## src/rtl/pcd_pkg.sv

```systemverilog
// Shared types and opcode classification for the serial command decoder.
// Assumes a fixed 4-bit opcode field; the class drives the frame sequencing.
package pcd_pkg;

    typedef enum logic [2:0] {
        ST_IDLE,
        ST_ID,
        ST_INSTR,
        ST_DATA,
        ST_STEP,
        ST_SKIP
    } pcd_state_t;

    typedef enum logic [2:0] {
        CL_NONE,
        CL_XFER,
        CL_READ,
        CL_WRITE,
        CL_STEP
    } pcd_class_t;

    localparam logic [3:0] OP_RD_WIPER  = 4'b1001;
    localparam logic [3:0] OP_WR_WIPER  = 4'b1010;
    localparam logic [3:0] OP_RD_DREG   = 4'b1011;
    localparam logic [3:0] OP_WR_DREG   = 4'b1100;
    localparam logic [3:0] OP_DREG2WIP  = 4'b1101;
    localparam logic [3:0] OP_WIP2DREG  = 4'b1110;
    localparam logic [3:0] OP_ALL_D2W   = 4'b0001;
    localparam logic [3:0] OP_ALL_W2D   = 4'b1000;
    localparam logic [3:0] OP_STEP      = 4'b0010;
    localparam logic [3:0] OP_STATUS    = 4'b0101;

    // Map an opcode onto the frame shape it needs.
    function automatic pcd_class_t classify(input logic [3:0] op);
        pcd_class_t c;
        case (op)
            OP_DREG2WIP, OP_WIP2DREG, OP_ALL_D2W, OP_ALL_W2D: c = CL_XFER;
            OP_RD_WIPER, OP_RD_DREG, OP_STATUS:               c = CL_READ;
            OP_WR_WIPER, OP_WR_DREG:                          c = CL_WRITE;
            OP_STEP:                                          c = CL_STEP;
            default:                                          c = CL_NONE;
        endcase
        return c;
    endfunction

endpackage

```

## src/rtl/pcd_sync.sv

```systemverilog
// Multi-stage synchroniser for a bundle of asynchronous inputs.
// Assumes each bit is an independent slow level; reset value is per bit.
module pcd_sync #(
    parameter int               WIDTH   = 4,
    parameter int               STAGES  = 2,
    parameter logic [WIDTH-1:0] RST_VAL = '0
) (
    input  logic             clk,
    input  logic             rst_n,
    input  logic [WIDTH-1:0] d_i,
    output logic [WIDTH-1:0] q_o
);

    logic [WIDTH-1:0] stage_q [STAGES];

    genvar g;
    generate
        for (g = 0; g < STAGES; g++) begin : g_stage
            if (g == 0) begin : g_first
                // First stage captures the raw inputs.
                always_ff @(posedge clk) begin
                    if (!rst_n) stage_q[g] <= RST_VAL;
                    else        stage_q[g] <= d_i;
                end
            end else begin : g_next
                // Later stages resolve metastability.
                always_ff @(posedge clk) begin
                    if (!rst_n) stage_q[g] <= RST_VAL;
                    else        stage_q[g] <= stage_q[g-1];
                end
            end
        end
    endgenerate

    assign q_o = stage_q[STAGES-1];

endmodule

```

## src/rtl/pcd_edge.sv

```systemverilog
// Rise/fall detector for synchronised levels.
// Assumes the reset value equals the synchroniser's, so no edge follows reset.
module pcd_edge #(
    parameter int               WIDTH   = 3,
    parameter logic [WIDTH-1:0] RST_VAL = '0
) (
    input  logic             clk,
    input  logic             rst_n,
    input  logic [WIDTH-1:0] d_i,
    output logic [WIDTH-1:0] rise_o,
    output logic [WIDTH-1:0] fall_o
);

    logic [WIDTH-1:0] prev_q;

    // Remember the previous level of each bit.
    always_ff @(posedge clk) begin
        if (!rst_n) prev_q <= RST_VAL;
        else        prev_q <= d_i;
    end

    assign rise_o = d_i & ~prev_q;
    assign fall_o = ~d_i & prev_q;

endmodule

```

## src/rtl/pcd_rx.sv

```systemverilog
// Serial-to-parallel byte assembler with bit counter, MSB first.
// Assumes en is a one-cycle pulse per sampled bit; done_o pulses the cycle after the last bit.
module pcd_rx #(
    parameter  int BYTE_W = 8,
    localparam int CNT_W  = $clog2(BYTE_W)
) (
    input  logic              clk,
    input  logic              rst_n,
    input  logic              clr_i,
    input  logic              en_i,
    input  logic              bit_i,
    output logic [BYTE_W-1:0] byte_o,
    output logic              done_o,
    output logic [CNT_W-1:0]  cnt_o
);

    logic [BYTE_W-2:0] sh_q;
    logic [CNT_W-1:0]  cnt_q;
    logic [BYTE_W-1:0] byte_q;
    logic              done_q;

    // Shift bits in and publish each complete byte.
    always_ff @(posedge clk) begin
        if (!rst_n) begin
            sh_q   <= '0;
            cnt_q  <= '0;
            byte_q <= '0;
            done_q <= 1'b0;
        end else begin
            done_q <= 1'b0;
            if (clr_i) begin
                sh_q  <= '0;
                cnt_q <= '0;
            end else if (en_i) begin
                if (cnt_q == CNT_W'(BYTE_W - 1)) begin
                    byte_q <= {sh_q, bit_i};
                    done_q <= 1'b1;
                    cnt_q  <= '0;
                end else begin
                    sh_q  <= {sh_q[BYTE_W-3:0], bit_i};
                    cnt_q <= cnt_q + 1'b1;
                end
            end
        end
    end

    assign byte_o = byte_q;
    assign done_o = done_q;
    assign cnt_o  = cnt_q;

endmodule

```

## src/rtl/pcd_tx.sv

```systemverilog
// Parallel-to-serial shifter for read-back bytes, MSB first, zero padded on top.
// Assumes load and shift are never both set.
module pcd_tx #(
    parameter int BYTE_W = 8,
    parameter int DATA_W = 6
) (
    input  logic              clk,
    input  logic              rst_n,
    input  logic              clr_i,
    input  logic              load_i,
    input  logic              shift_i,
    input  logic [DATA_W-1:0] data_i,
    output logic              bit_o
);

    localparam int PAD_W = BYTE_W - DATA_W;

    logic [BYTE_W-1:0] sh_q;

    // Load the padded read value or move the next bit to the top.
    always_ff @(posedge clk) begin
        if (!rst_n)       sh_q <= '0;
        else if (clr_i)   sh_q <= '0;
        else if (load_i)  sh_q <= {{PAD_W{1'b0}}, data_i};
        else if (shift_i) sh_q <= {sh_q[BYTE_W-2:0], 1'b0};
    end

    assign bit_o = sh_q[BYTE_W-1];

endmodule

```

## src/rtl/spi_pot_cmd_decoder.sv

```systemverilog
// Frame decoder for a quad potentiometer serial link. It synchronises the serial
// pins, checks the identification byte, decodes the instruction, gathers write
// data, serialises read data, and turns the open-ended step command into pulses.
// Assumes the serial clock half period spans several system clocks and the strap
// pins are static.
module spi_pot_cmd_decoder #(
    parameter int         DATA_W      = 6,
    parameter int         SYNC_STAGES = 2,
    parameter logic [3:0] DEV_TYPE    = 4'b0101
) (
    input  logic              clk,
    input  logic              rst_n,
    input  logic              sck_i,
    input  logic              si_i,
    input  logic              csn_i,
    input  logic              holdn_i,
    input  logic [1:0]        strap_i,
    input  logic [DATA_W-1:0] rd_data_i,
    output logic              so_o,
    output logic              so_oe_o,
    output logic              cmd_stb_o,
    output logic [3:0]        cmd_op_o,
    output logic [1:0]        pot_sel_o,
    output logic [1:0]        reg_sel_o,
    output logic [DATA_W-1:0] wr_data_o,
    output logic              step_o,
    output logic              step_up_o
);
    import pcd_pkg::*;

    localparam int BYTE_W  = 8;
    localparam int CNT_W   = $clog2(BYTE_W);
    localparam int ID_PAD  = BYTE_W - 4 - 2;
    localparam int WD_PAD  = BYTE_W - DATA_W;

    // Synchronised pins, packed as {hold, cs, si, sck}; cs resets low so that
    // only a real fall after reset opens a frame.
    logic [3:0] pins_s;
    logic       sck_s, si_s, csn_s, holdn_s;

    pcd_sync #(.WIDTH(4), .STAGES(SYNC_STAGES), .RST_VAL(4'b1000)) u_sync (
        .clk   (clk),
        .rst_n (rst_n),
        .d_i   ({holdn_i, csn_i, si_i, sck_i}),
        .q_o   (pins_s)
    );
    assign {holdn_s, csn_s, si_s, sck_s} = pins_s;

    logic [2:0] rise, fall;
    logic       sck_r, sck_f, csn_r, csn_f, hold_r, hold_f;

    pcd_edge #(.WIDTH(3), .RST_VAL(3'b100)) u_edge (
        .clk    (clk),
        .rst_n  (rst_n),
        .d_i    ({holdn_s, csn_s, sck_s}),
        .rise_o (rise),
        .fall_o (fall)
    );
    assign {hold_r, csn_r, sck_r} = rise;
    assign {hold_f, csn_f, sck_f} = fall;

    pcd_state_t        state_q;
    logic              paused_q;
    logic              rd_mode_q;
    logic [3:0]        op_q;
    logic [1:0]        pot_q, reg_q;
    logic [DATA_W-1:0] wd_q;
    logic              stb_q, step_q, up_q;

    logic              live_rise, live_fall;
    logic [BYTE_W-1:0] rx_byte;
    logic              rx_done;
    logic [CNT_W-1:0]  rx_cnt;
    logic              tx_bit, tx_load, tx_shift, reading;
    logic [BYTE_W-1:0] id_expect;
    pcd_class_t        op_class;

    assign live_rise = sck_r & ~paused_q & (state_q != ST_IDLE);
    assign live_fall = sck_f & ~paused_q & (state_q != ST_IDLE);
    assign reading   = (state_q == ST_DATA) & rd_mode_q;
    assign id_expect = {DEV_TYPE, {ID_PAD{1'b0}}, strap_i};
    assign op_class  = classify(rx_byte[7:4]);

    pcd_rx #(.BYTE_W(BYTE_W)) u_rx (
        .clk    (clk),
        .rst_n  (rst_n),
        .clr_i  (csn_f),
        .en_i   (live_rise),
        .bit_i  (si_s),
        .byte_o (rx_byte),
        .done_o (rx_done),
        .cnt_o  (rx_cnt)
    );

    assign tx_load  = live_fall & reading & (rx_cnt == '0);
    assign tx_shift = live_fall & reading & (rx_cnt != '0);

    pcd_tx #(.BYTE_W(BYTE_W), .DATA_W(DATA_W)) u_tx (
        .clk     (clk),
        .rst_n   (rst_n),
        .clr_i   (csn_f),
        .load_i  (tx_load),
        .shift_i (tx_shift),
        .data_i  (rd_data_i),
        .bit_o   (tx_bit)
    );

    // Pause flag: set and cleared only by pause edges seen while the clock is low.
    always_ff @(posedge clk) begin
        if (!rst_n)                                     paused_q <= 1'b0;
        else if (csn_f || csn_r)                        paused_q <= 1'b0;
        else if (hold_f && !sck_s && state_q != ST_IDLE) paused_q <= 1'b1;
        else if (hold_r && !sck_s)                      paused_q <= 1'b0;
    end

    // Frame sequencer: identification, instruction, data, or step phase.
    always_ff @(posedge clk) begin
        if (!rst_n) begin
            state_q   <= ST_IDLE;
            rd_mode_q <= 1'b0;
            op_q      <= '0;
            pot_q     <= '0;
            reg_q     <= '0;
            wd_q      <= '0;
            stb_q     <= 1'b0;
            step_q    <= 1'b0;
            up_q      <= 1'b0;
        end else begin
            stb_q  <= 1'b0;
            step_q <= 1'b0;
            if (csn_r) begin
                state_q <= ST_IDLE;
            end else if (csn_f) begin
                state_q   <= ST_ID;
                rd_mode_q <= 1'b0;
            end else begin
                case (state_q)
                    ST_ID: if (rx_done) begin
                        state_q <= (rx_byte == id_expect) ? ST_INSTR : ST_SKIP;
                    end
                    ST_INSTR: if (rx_done) begin
                        op_q  <= rx_byte[7:4];
                        reg_q <= rx_byte[3:2];
                        pot_q <= rx_byte[1:0];
                        case (op_class)
                            CL_XFER: begin
                                stb_q   <= 1'b1;
                                state_q <= ST_SKIP;
                            end
                            CL_READ: begin
                                stb_q     <= 1'b1;
                                rd_mode_q <= 1'b1;
                                state_q   <= ST_DATA;
                            end
                            CL_WRITE: state_q <= ST_DATA;
                            CL_STEP:  state_q <= ST_STEP;
                            default:  state_q <= ST_SKIP;
                        endcase
                    end
                    ST_DATA: if (rx_done) begin
                        if (!rd_mode_q && rx_byte[BYTE_W-1 -: WD_PAD] == '0) begin
                            wd_q  <= rx_byte[DATA_W-1:0];
                            stb_q <= 1'b1;
                        end
                        state_q <= ST_SKIP;
                    end
                    ST_STEP: if (live_rise) begin
                        step_q <= 1'b1;
                        up_q   <= si_s;
                    end
                    default: ;
                endcase
            end
        end
    end

    assign so_o      = tx_bit;
    assign so_oe_o   = reading & ~paused_q;
    assign cmd_stb_o = stb_q;
    assign cmd_op_o  = op_q;
    assign pot_sel_o = pot_q;
    assign reg_sel_o = reg_q;
    assign wr_data_o = wd_q;
    assign step_o    = step_q;
    assign step_up_o = up_q;

endmodule

```

## config.mk

```make
export PLATFORM = sky130hd
export DESIGN_NAME = spi_pot_cmd_decoder
export DESIGN_NICKNAME = d
export VERILOG_FILES = /design/src/rtl/pcd_pkg.sv /design/src/rtl/pcd_sync.sv /design/src/rtl/pcd_edge.sv /design/src/rtl/pcd_rx.sv /design/src/rtl/pcd_tx.sv /design/src/rtl/spi_pot_cmd_decoder.sv
export SDC_FILE = /design/constraint.sdc
export NUM_CORES = 1
export LEC_CHECK = 0
export ABC_AREA = 0
export BUFFER_PORTS_ARGS = -buffer_cell sky130_fd_sc_hd__buf_2
export CORE_MARGIN = 2
export CORE_UTILIZATION = 45
export DETAILED_ROUTE_END_ITERATION = 12
export HOLD_SLACK_MARGIN = 0.03
export SYNTH_ARGS = -nofsm -noshare
export SYNTH_HDL_FRONTEND = slang
export SYNTH_SLANG_ARGS = --single-unit
```

## constraint.sdc

```tcl
create_clock -name clk -period 2.95 [get_ports clk]
set_clock_uncertainty 0.15 [all_clocks]
set_input_delay 0 -clock clk [delete_from_list [all_inputs] [get_ports clk]]
set_output_delay 0 -clock clk [all_outputs]
set_load 0.005 [all_outputs]
```

==> results.json, run 1 <==
{
  "seq_area_frac_synth_pct": 50.3,
  "fin_crit_sh_pct": 81.0,
  "synth_edf_count": 0,
  "track_usage_pct": 17.5,
  "crit_path_end_kind": "flip-flop",
  "syn_to_final_growth_pct": 22.9,
  "synthMuxAreaShare_pct": 15.2,
  "syn_area_um2": 2510,
  "yosys_warnings": 0,
  "synth-adder-area-share_pct": 2.49,
  "r2r_slack_ps": 560,
  "nNetsFinal": 321,
  "maxCapViolations": 0,
  "dp_hpwl_um": 3350,
  "setup_violations": 0,
  "dieArea_um2": 6190,
  "synth-simple-area-share_pct": 22.4,
  "initial_utilization_pct": 46.1,
  "synth_seq_cells": 63,
  "synthXorXnorAreaFrac_pct": 1.05,
  "crit_type": "flip-flop to flip-flop",
  "cts_tree": "done",
  "startpoint_type": "flip-flop",
  "layout-drive-gt1-share_pct": 19.2,
  "min_path_type": "input pin to flip-flop",
  "period_needed_ps": 2390,
  "postCtsSetupRepairBufs": 0,
  "synth_top_family_by_area": "simple AND/OR/NAND/NOR gates",
  "io_pins": 33,
  "final_cells": 379,
  "clk_latency_ps": 340,
  "crit_path_max_fanout": 5,
  "n_fill_cell": 515,
  "wl_um": 4890,
  "pre_cts_ws_ps": 589,
  "final_util_pct": 56.7,
  "dr.pass1.iters": 4,
  "cts.path.max_buffers": 2,
  "drt-wirelength-per-cell_um": 12.9,
  "rows": 27,
  "cts_buffers": 9,
  "crit_required_ps": 3080,
  "grt_pass1_wl_um": 8400,
  "htreeDepth": 3,
  "arrival_ps": 2520,
  "static-leakage-power_nw": 1.34,
  "first_iter_violations": 71,
  "synth_compound_gate_area_share_pct": 5.09,
  "slew_headroom_pct": 44.8,
  "place_congestion": 0.781,
  "drc": 0,
  "core-area_um2": 5440,
  "place_inst": 348,
  "cts_root_buffer": "clkbuf_8",
  "synthArstFlopShare_pct": 0,
  "path_clk_slew_ps": 70,
  "vias_per_cell": 4.91,
  "status": "finished, final reports clean",
  "grt-ovfl-total": 0,
  "grt_pass1_vias": 1834,
  "synthCells": 254,
  "fmax_mhz": 419,
  "port_buffers": 32,
  "diodes": 0,
  "drv_slew": 0,
  "rsz0062_at_grt": "no",
  "dr_total_vias": 1862,
  "finalHoldViolations": 0,
  "fin_ws_ps": 562,
  "power_per_cell_area_nw_per_um2": 570,
  "die_y_um": 78.7,
  "setup_tns_ps": 0,
  "worst_slew_pin_slew_ps": 826,
  "antenna_found_initial": 0,
  "syn_avg_cell_area_um2": 9.88,
  "synth_flop_cell": "dfxtp_1",
  "total_power_mw": 1.76,
  "synth_cell_types": 39,
  "syn-num-nets": 273,
  "die_w_um": 78.7,
  "antenna_left": 0,
  "grt_max_degree": 26,
  "cts.sinks": 63,
  "ir_drop_mv": 0.278
}
-- cell usage after synthesis (2+ instances only) --
cell / count / area share (%)
nand2_1: 11 / 1.6
nor4_1: 3 / 0.75
a211oi_1: 5 / 1.5
nand2b_1: 6 / 1.5
xor2_1: 3 / 1.0
and2_1: 7 / 1.7
mux2_2: 2 / 0.90
nor3_1: 5 / 1.0
nor2b_1: 4 / 1.0
ha_1: 5 / 2.5
and3_1: 2 / 0.50
nor2_1: 42 / 6.3
a21oi_1: 9 / 1.8
inv_1: 7 / 1.0
clkbuf_1: 7 / 1.0
nor3b_2: 2 / 1.0
nor3b_1: 2 / 0.60
nand3b_1: 3 / 0.90
nor2_2: 2 / 0.50
or4_1: 2 / 0.60
nand3_1: 5 / 1.0
mux2i_1: 33 / 13
a31oi_1: 2 / 0.50
buf_6: 2 / 0.90
dfxtp_1: 63 / 50
nand4_1: 5 / 1.2
o21ai_0: 3 / 0.60
-- registers in the layout (all words and copies together), names as in the netlist --
signal / count
u_rx.cnt_o: 3
u_rx.done_o: 1
step_o: 1
pot_sel_o: 2
u_rx.byte_o: 8
cmd_op_o: 4
u_tx.sh_q: 8
wr_data_o: 6
op_class: 3
paused_q: 1
cmd_stb_o: 1
rd_mode_q: 1
u_rx.sh_q: 7
reg_sel_o: 2
u_sync.stage_q: 8
state_q: 3
step_up_o: 1
u_edge.prev_q: 3
-- cell type report --
cell class                      count  area, um^2  share of cell area, %
Clock buffer                       13         159                   5.15
Clock inverter                      3        65.1                   2.11
Inverter                            8        30.0                  0.974
Multi-Input combinational cell    172        1160                   37.6
Sequential cell                    63        1260                   40.9
Tap cell                           72        90.1                   2.92
Timing Repair Buffer               48         318                   10.3
-- worst max-delay path: stages, from the launching register on --
cell and delay [ps]:
dfxtp_1 330, inv_1 60, ha_1 240, nand2b_1 180, nor3b_2 380, mux2_2 430
or4_1 470, nand4_1 90
-- path summary, 6_finish.rpt --
| kind | end | startpoint | cells after the start |
|---|---|---|---|
| max | op_class[1] | u_sync.stage_q[1][2] | 7 |
| min | state_q[0] | strap_i[0] | 6 |
| max reg2reg | op_class[1] | u_sync.stage_q[1][2] | 7 |
| min reg2reg | u_sync.stage_q[1][3] | u_sync.stage_q[0][3] | 1 |
-- report_power, final --
group          total, mW  switching [mW]  leakage (nW)  internal, mW
sequential         0.861         0.00397         0.509         0.857
combinational     0.0563          0.0273         0.713        0.0290
clock              0.839           0.317         0.114         0.522
-- through the flow --
stage	hold slack [ps]	area (um^2)
2_1_floorplan	-48.5	2510
3_3_place_gp	30.7	2710
3_5_place_dp	46.6	2710
4_1_cts	204	3080
5_1_grt	240	3080
6_report	222	3080
-- per-layer routing --
metal  vias to the layer above  GRT usage [%]  wire [um]  part of all wire (%)
met5                         -              0          0                     0
met2                        33           26.6       2150                    44
li1                        963              -          -                     -
met4                         0           8.95        104                   2.1
met3                         8           3.79        161                   3.3
met1                       858           23.5       2480                    51
-- timing repair --
item                                    CTS  global route
endpoints found under the setup margin    0             0
hold endpoints to repair                 17             0
resized for setup                         0             0
hold buffers                             15             0
-- logic make-up (layout without fill, tap and decap cells) --
family,count (synthesis),in the layout
and+or+nand+nor,106,106
DFF,63,63
muxes,37,37
AOI/OAI and AO/OA,21,21
buffers and inverters,19,72
adders and majority gates,5,5
xor gates and xnor gates,3,3
-- layout by cell type (no fill, tap or decap), types with 2 or more instances in the layout --
cell type / count
nand2b_1: 6
and3_1: 2
a21oi_1: 9
nand3b_1: 3
o21ai_0: 3
nor4_1: 3
a31oi_1: 2
nor2_1: 42
nand2_1: 11
a211oi_1: 5
buf_2: 32
nor2b_1: 4
nor3_1: 5
nand4_1: 5
inv_1: 7
dfxtp_1: 63
clkbuf_1: 2
and2_1: 7
nor2_2: 2
nand3_1: 5
nor3b_2: 2
or4_1: 2
clkbuf_8: 11
xor2_1: 3
mux2_2: 2
dlygate4sd3_1: 15
nor3b_1: 2
bufinv_16: 2
ha_1: 5
mux2i_1: 33
Note: power is estimated with default switching activity, not from simulation.
==> run 2, diff against run 1 <==
- PLACE_DENSITY: not set -> 0.67
- clock period: 2.95 -> 2.12 ns (I/O delays scaled with it)
==> run 2 against run 1 <==
Combinational power rose by 61%; critical path depth did not move; worst hold slack got worse by 36 ps; first-iteration DRC count rose by 25%; power rose by 40%; critical endpoint unchanged.
==> results.json, run 2 (synthesized netlist as in run 1, its figures left out) <==
{
  "cts_buffers": 9,
  "place_congestion": 0.745,
  "dr.pass1.iters": 4,
  "diodes": 0,
  "cp_top_family": "simple AND/OR/NAND/NOR gates",
  "dr_total_vias": 1927,
  "cts_tree": "done",
  "layout_commonest_cell": "dfxtp_1",
  "pwr-share-comb_pct": 3.7,
  "power_per_cell_area_nw_per_um2": 741,
  "grt_pass1_wl_um": 8440,
  "io_pins": 33,
  "worst_slew_pin_slew_ps": 471,
  "gr-usage-met2_pct": 27.2,
  "rows": 27,
  "finalHoldViolations": 0,
  "cp_num_buf_inv": 1,
  "slew_headroom_pct": 68.6,
  "n_fill_cell": 469,
  "syn_to_final_growth_pct": 32.2,
  "crit_path_end_kind": "flip-flop",
  "rsz0062_at_grt": "yes",
  "wl_um": 5030,
  "core-area_um2": 5440,
  "startpoint_type": "flip-flop",
  "power.switching_uw": 495,
  "port_buffers": 32,
  "fin_crit_sh_pct": 99.8,
  "place_inst": 364,
  "p_seq_share_pct": 48.7,
  "period_needed_ps": 2110,
  "grt_max_degree": 22,
  "antenna_found_initial": 0,
  "final_util_pct": 61.0,
  "drc": 0,
  "crit_slowest_cell": "or4_4",
  "path_clk_slew_ps": 70,
  "crit_chain": "inv_2, ha_2, nand2b_4, nor3b_4, mux2_4, or4_4, nand4_1",
  "track_usage_pct": 17.9,
  "busiest_layer": "met2",
  "switching_share_pct": 20.2,
  "arrival_ps": 2240,
  "grt_pass1_vias": 1780,
  "place_area_um2": 2890,
  "static-leakage-power_nw": 1.45,
  "crit_path_max_fanout": 3,
  "slowest_delay_ps": 520,
  "final_cells": 397,
  "clk_latency_ps": 340,
  "first_iter_violations": 89,
  "nNetsFinal": 339,
  "ir_drop_mv": 0.379,
  "setup_tns_ps": 0,
  "setup_violations": 0,
  "crit_required_ps": 2240,
  "grt_use_met1_pct": 23.4,
  "grt-ovfl-total": 0,
  "dieArea_um2": 6190,
  "cts_root_buffer": "clkbuf_8",
  "drv_slew": 0,
  "timing.hold.ws_ps": 186,
  "maxCapViolations": 0,
  "min_path_type": "input pin to flip-flop",
  "multi_input_area_um2": 1210,
  "dp_hpwl_um": 3440,
  "status": "finished, final reports clean",
  "layout-drive-gt1-share_pct": 27.4,
  "drt-wirelength-per-cell_um": 12.7,
  "crit_type": "flip-flop to flip-flop",
  "grt_use_met3_pct": 4.14,
  "layout_common_cells": "dfxtp_1 (60), nor2_1 (42), mux2i_1 (33)",
  "p_int_mw": 1.96,
  "htreeDepth": 3,
  "cts.path.max_buffers": 2,
  "die_w_um": 78.7,
  "regArea_um2": 1270,
  "die_y_um": 78.7,
  "design_area_um2": 3320,
  "p_clk_share_pct": 47.6,
  "cts.sinks": 63,
  "initial_utilization_pct": 46.1,
  "vias_per_cell": 4.85,
  "antenna_left": 0,
  "fmax_mhz": 473
}
==> run 2: worst min-delay path: stages <==
cell,delay [ps]
buf_2,90
xor2_1,70
nor4_2,210
a21oi_1,120
nor2_1,90
nor3_1,50
==> run 2: what timing repair did <==
action / CTS / global route
setup endpoints to repair: 1 / 4
hold buffers: 15 / 0
pin swaps: 0 / 2
setup buffers: 0 / 2
gates resized for setup: 1 / 7
hold endpoints to repair: 21 / 0
==> run 2: per-layer routing <==
metal / vias up / routed length, um / share of wire (%)
li1: 1001 / - / -
met1: 889 / 2390 / 47
met3: 7 / 182 / 3.6
met4: 0 / 104 / 2.1
met2: 30 / 2360 / 47
met5: - / 0 / 0
==> run 2: path summary, 6_finish.rpt <==
path	startpoint	cells after the start	slack [ps]	to
worst min-delay path	strap_i[0]	6	190	state_q[0]
worst max-delay path	u_sync.stage_q[1][2]	7	5	op_class[1]
worst max register to register	u_sync.stage_q[1][2]	7	5	op_class[1]
worst min register to register	u_sync.stage_q[0][3]	1	270	u_sync.stage_q[1][3]
==> run 2: power by group through the flow <==
stage | sequential, mW | clock (mW) | combinational, mW
after floorplan | 1.22 | 0 | 0.0408
after global placement | 1.22 | 0 | 0.0658
after detailed placement | 1.22 | 0 | 0.0661
after CTS | 1.20 | 1.20 | 0.0879
after global routing | 1.20 | 1.25 | 0.100
final | 1.20 | 1.17 | 0.0905
==> run 2: final cells by class <==
cell class	count	share of cell area, %
flip-flops and latches	63	38.2
multi-input cells	172	36.6
inverters	8	0.906
well taps	72	2.72
clock buffers	11	4.57
repair buffers	66	14.5
clock inverters	5	2.42
==> run 2: through the flow <==
stage                     total power, mW  worst slack (ps)
final                                2.46              5.18
after global routing                 2.54             -64.8
after CTS                            2.48              5.25
after detailed placement             1.29              2.91
after global placement               1.29              27.0
after floorplan                      1.26              8.93
==> run 3, diff against run 2 <==
--- a/constraint.sdc
+++ b/constraint.sdc
@@ -4,2 +4,2 @@
 set_output_delay 0 -clock clk [all_outputs]
-set_load 0.005 [all_outputs]
+set_load 0.1 [all_outputs]
==> run 3 against run 2 <==
First-iteration DRC count decreased by 38%; cell area decreased by 0.34%; the flow now finishes with violations (negative setup slack); critical path type unchanged; die area is the same; combinational power shrank 0.4%; sequential power barely moved; largest cell class unchanged; power shrank 6.9%; clock power decreased by 15%; sequential share of layout area increased by 0.054 points; global-route usage up 0.15 points; fmax down 1.1%; worst hold slack improved by 65 ps.
==> results.json, run 3 (synthesized netlist as in run 1, its figures left out) <==
{
  "timing.hold.ws_ps": 251,
  "place_inst": 370,
  "arrival_ps": 2250,
  "dp_hpwl_um": 3430,
  "initial_utilization_pct": 46.1,
  "dieArea_um2": 6190,
  "final_util_pct": 60.8,
  "clk_latency_ps": 330,
  "final_cells": 399,
  "antenna_found_initial": 0,
  "static-leakage-power_nw": 1.46,
  "layout_commonest_cell": "dfxtp_1",
  "grt_pass1_wl_um": 8630,
  "track_usage_pct": 18.1,
  "cts.sinks": 63,
  "startpoint_type": "flip-flop",
  "cts.path.max_buffers": 2,
  "die_w_um": 78.7,
  "power_per_cell_area_nw_per_um2": 693,
  "status": "finished with violations",
  "vias_per_cell": 4.92,
  "die_y_um": 78.7,
  "routed.top_layer": "met4",
  "htreeDepth": 3,
  "first_iter_violations": 55,
  "worst_slew_pin_slew_ps": 499,
  "drv_slew": 0,
  "rows": 27,
  "cts_root_buffer": "clkbuf_8",
  "wl_met3_um": 190,
  "maxCapViolations": 0,
  "cts_tree": "done",
  "core-area_um2": 5440,
  "wl_um": 4900,
  "ir_drop_mv": 0.440,
  "nNetsFinal": 344,
  "grt-ovfl-total": 0,
  "regArea_um2": 1260,
  "met2_length_um": 2220,
  "setup_violations": 1,
  "diodes": 0,
  "crit_path_max_fanout": 3,
  "fin_crit_sh_pct": 101,
  "crit_path_end_kind": "flip-flop",
  "cts_buffers": 9,
  "drt-wirelength-per-cell_um": 12.3,
  "path_clk_slew_ps": 60,
  "layout_common_cells": "dfxtp_1 (60), nor2_1 (42), mux2i_1 (33)",
  "crit_type": "flip-flop to flip-flop",
  "period_needed_ps": 2140,
  "drc": 0,
  "grt_pass1_vias": 1905,
  "crit_slowest_cell": "or4_4",
  "slowest_delay_ps": 530,
  "fin_ws_ps": -17.6,
  "place_area_um2": 2910,
  "dr.pass1.iters": 4,
  "syn_to_final_growth_pct": 31.7,
  "drt-met1-wl_um": 2390,
  "layout-drive-gt1-share_pct": 27.2,
  "min_path_type": "input pin to flip-flop",
  "multi_input_area_um2": 1210,
  "fmax_mhz": 468,
  "crit_required_ps": 2240,
  "rsz0062_at_grt": "yes",
  "ff2ff_path_depth": 7,
  "finalHoldViolations": 0,
  "violations": "negative setup slack",
  "slew_headroom_pct": 66.9,
  "place_congestion": 0.757,
  "path_common_cell": "ha_4",
  "design_area_um2": 3300,
  "total_power_mw": 2.29,
  "io_pins": 33,
  "antenna_left": 0,
  "pre_cts_ws_ps": -85.4,
  "n_fill_cell": 464,
  "port_buffers": 32,
  "grt_max_degree": 22,
  "dr_total_vias": 1964,
  "holdPathStages": 7,
  "setup_tns_ps": -17.6,
  "crit_chain": "ha_4, ha_4, nand2b_4, nor3b_4, mux2_4, or4_4, nand4_1"
}
==> run 3: what timing repair did <==
item / in CTS / in global routing
hold buffers: 15 / 0
setup buffers: 1 / 0
hold endpoints to repair: 17 / 0
endpoints found under the setup margin: 2 / 2
resized for setup: 13 / 2
pin swaps: 4 / 2
==> run 3: critical path: cells and delay by family (launching register included) <==
family	cells	cell delay, ps
flip-flops	1	350
AND/OR/NAND/NOR	4	940
multiplexers	1	340
adder cells (fa/ha/maj)	2	280
==> run 3: final cells by class <==
cell class	count	area share (%)
clock buffers	12	4.70
clock inverters	1	0.909
inverters	8	0.909
multi-input cells	172	36.8
flip-flops and latches	63	38.3
well taps	72	2.73
repair buffers	71	15.7
==> run 3: report_power, final <==
part	total [mW]	internal (mW)	switching, mW
Clock	1.00	0.588	0.413
Sequential	1.20	1.19	0.00473
Combinational	0.0901	0.0488	0.0413
Total	2.29	1.83	0.459
==> run 3: path summary, 6_finish.rpt <==
check / slack [ps] / to / startpoint
max: -20 / op_class[1] / u_rx.cnt_o[1]
min reg2reg: 270 / u_sync.stage_q[1][3] / u_sync.stage_q[0][3]
min: 250 / state_q[0] / strap_i[0]
max reg2reg: -20 / op_class[1] / u_rx.cnt_o[1]
==> run 3: per-layer routing <==
layer	vias to the layer above	global-route usage, %
li1	1015	-
met1	911	22.8
met4	0	8.60
met3	10	5.52
met2	28	28.0
met5	-	0
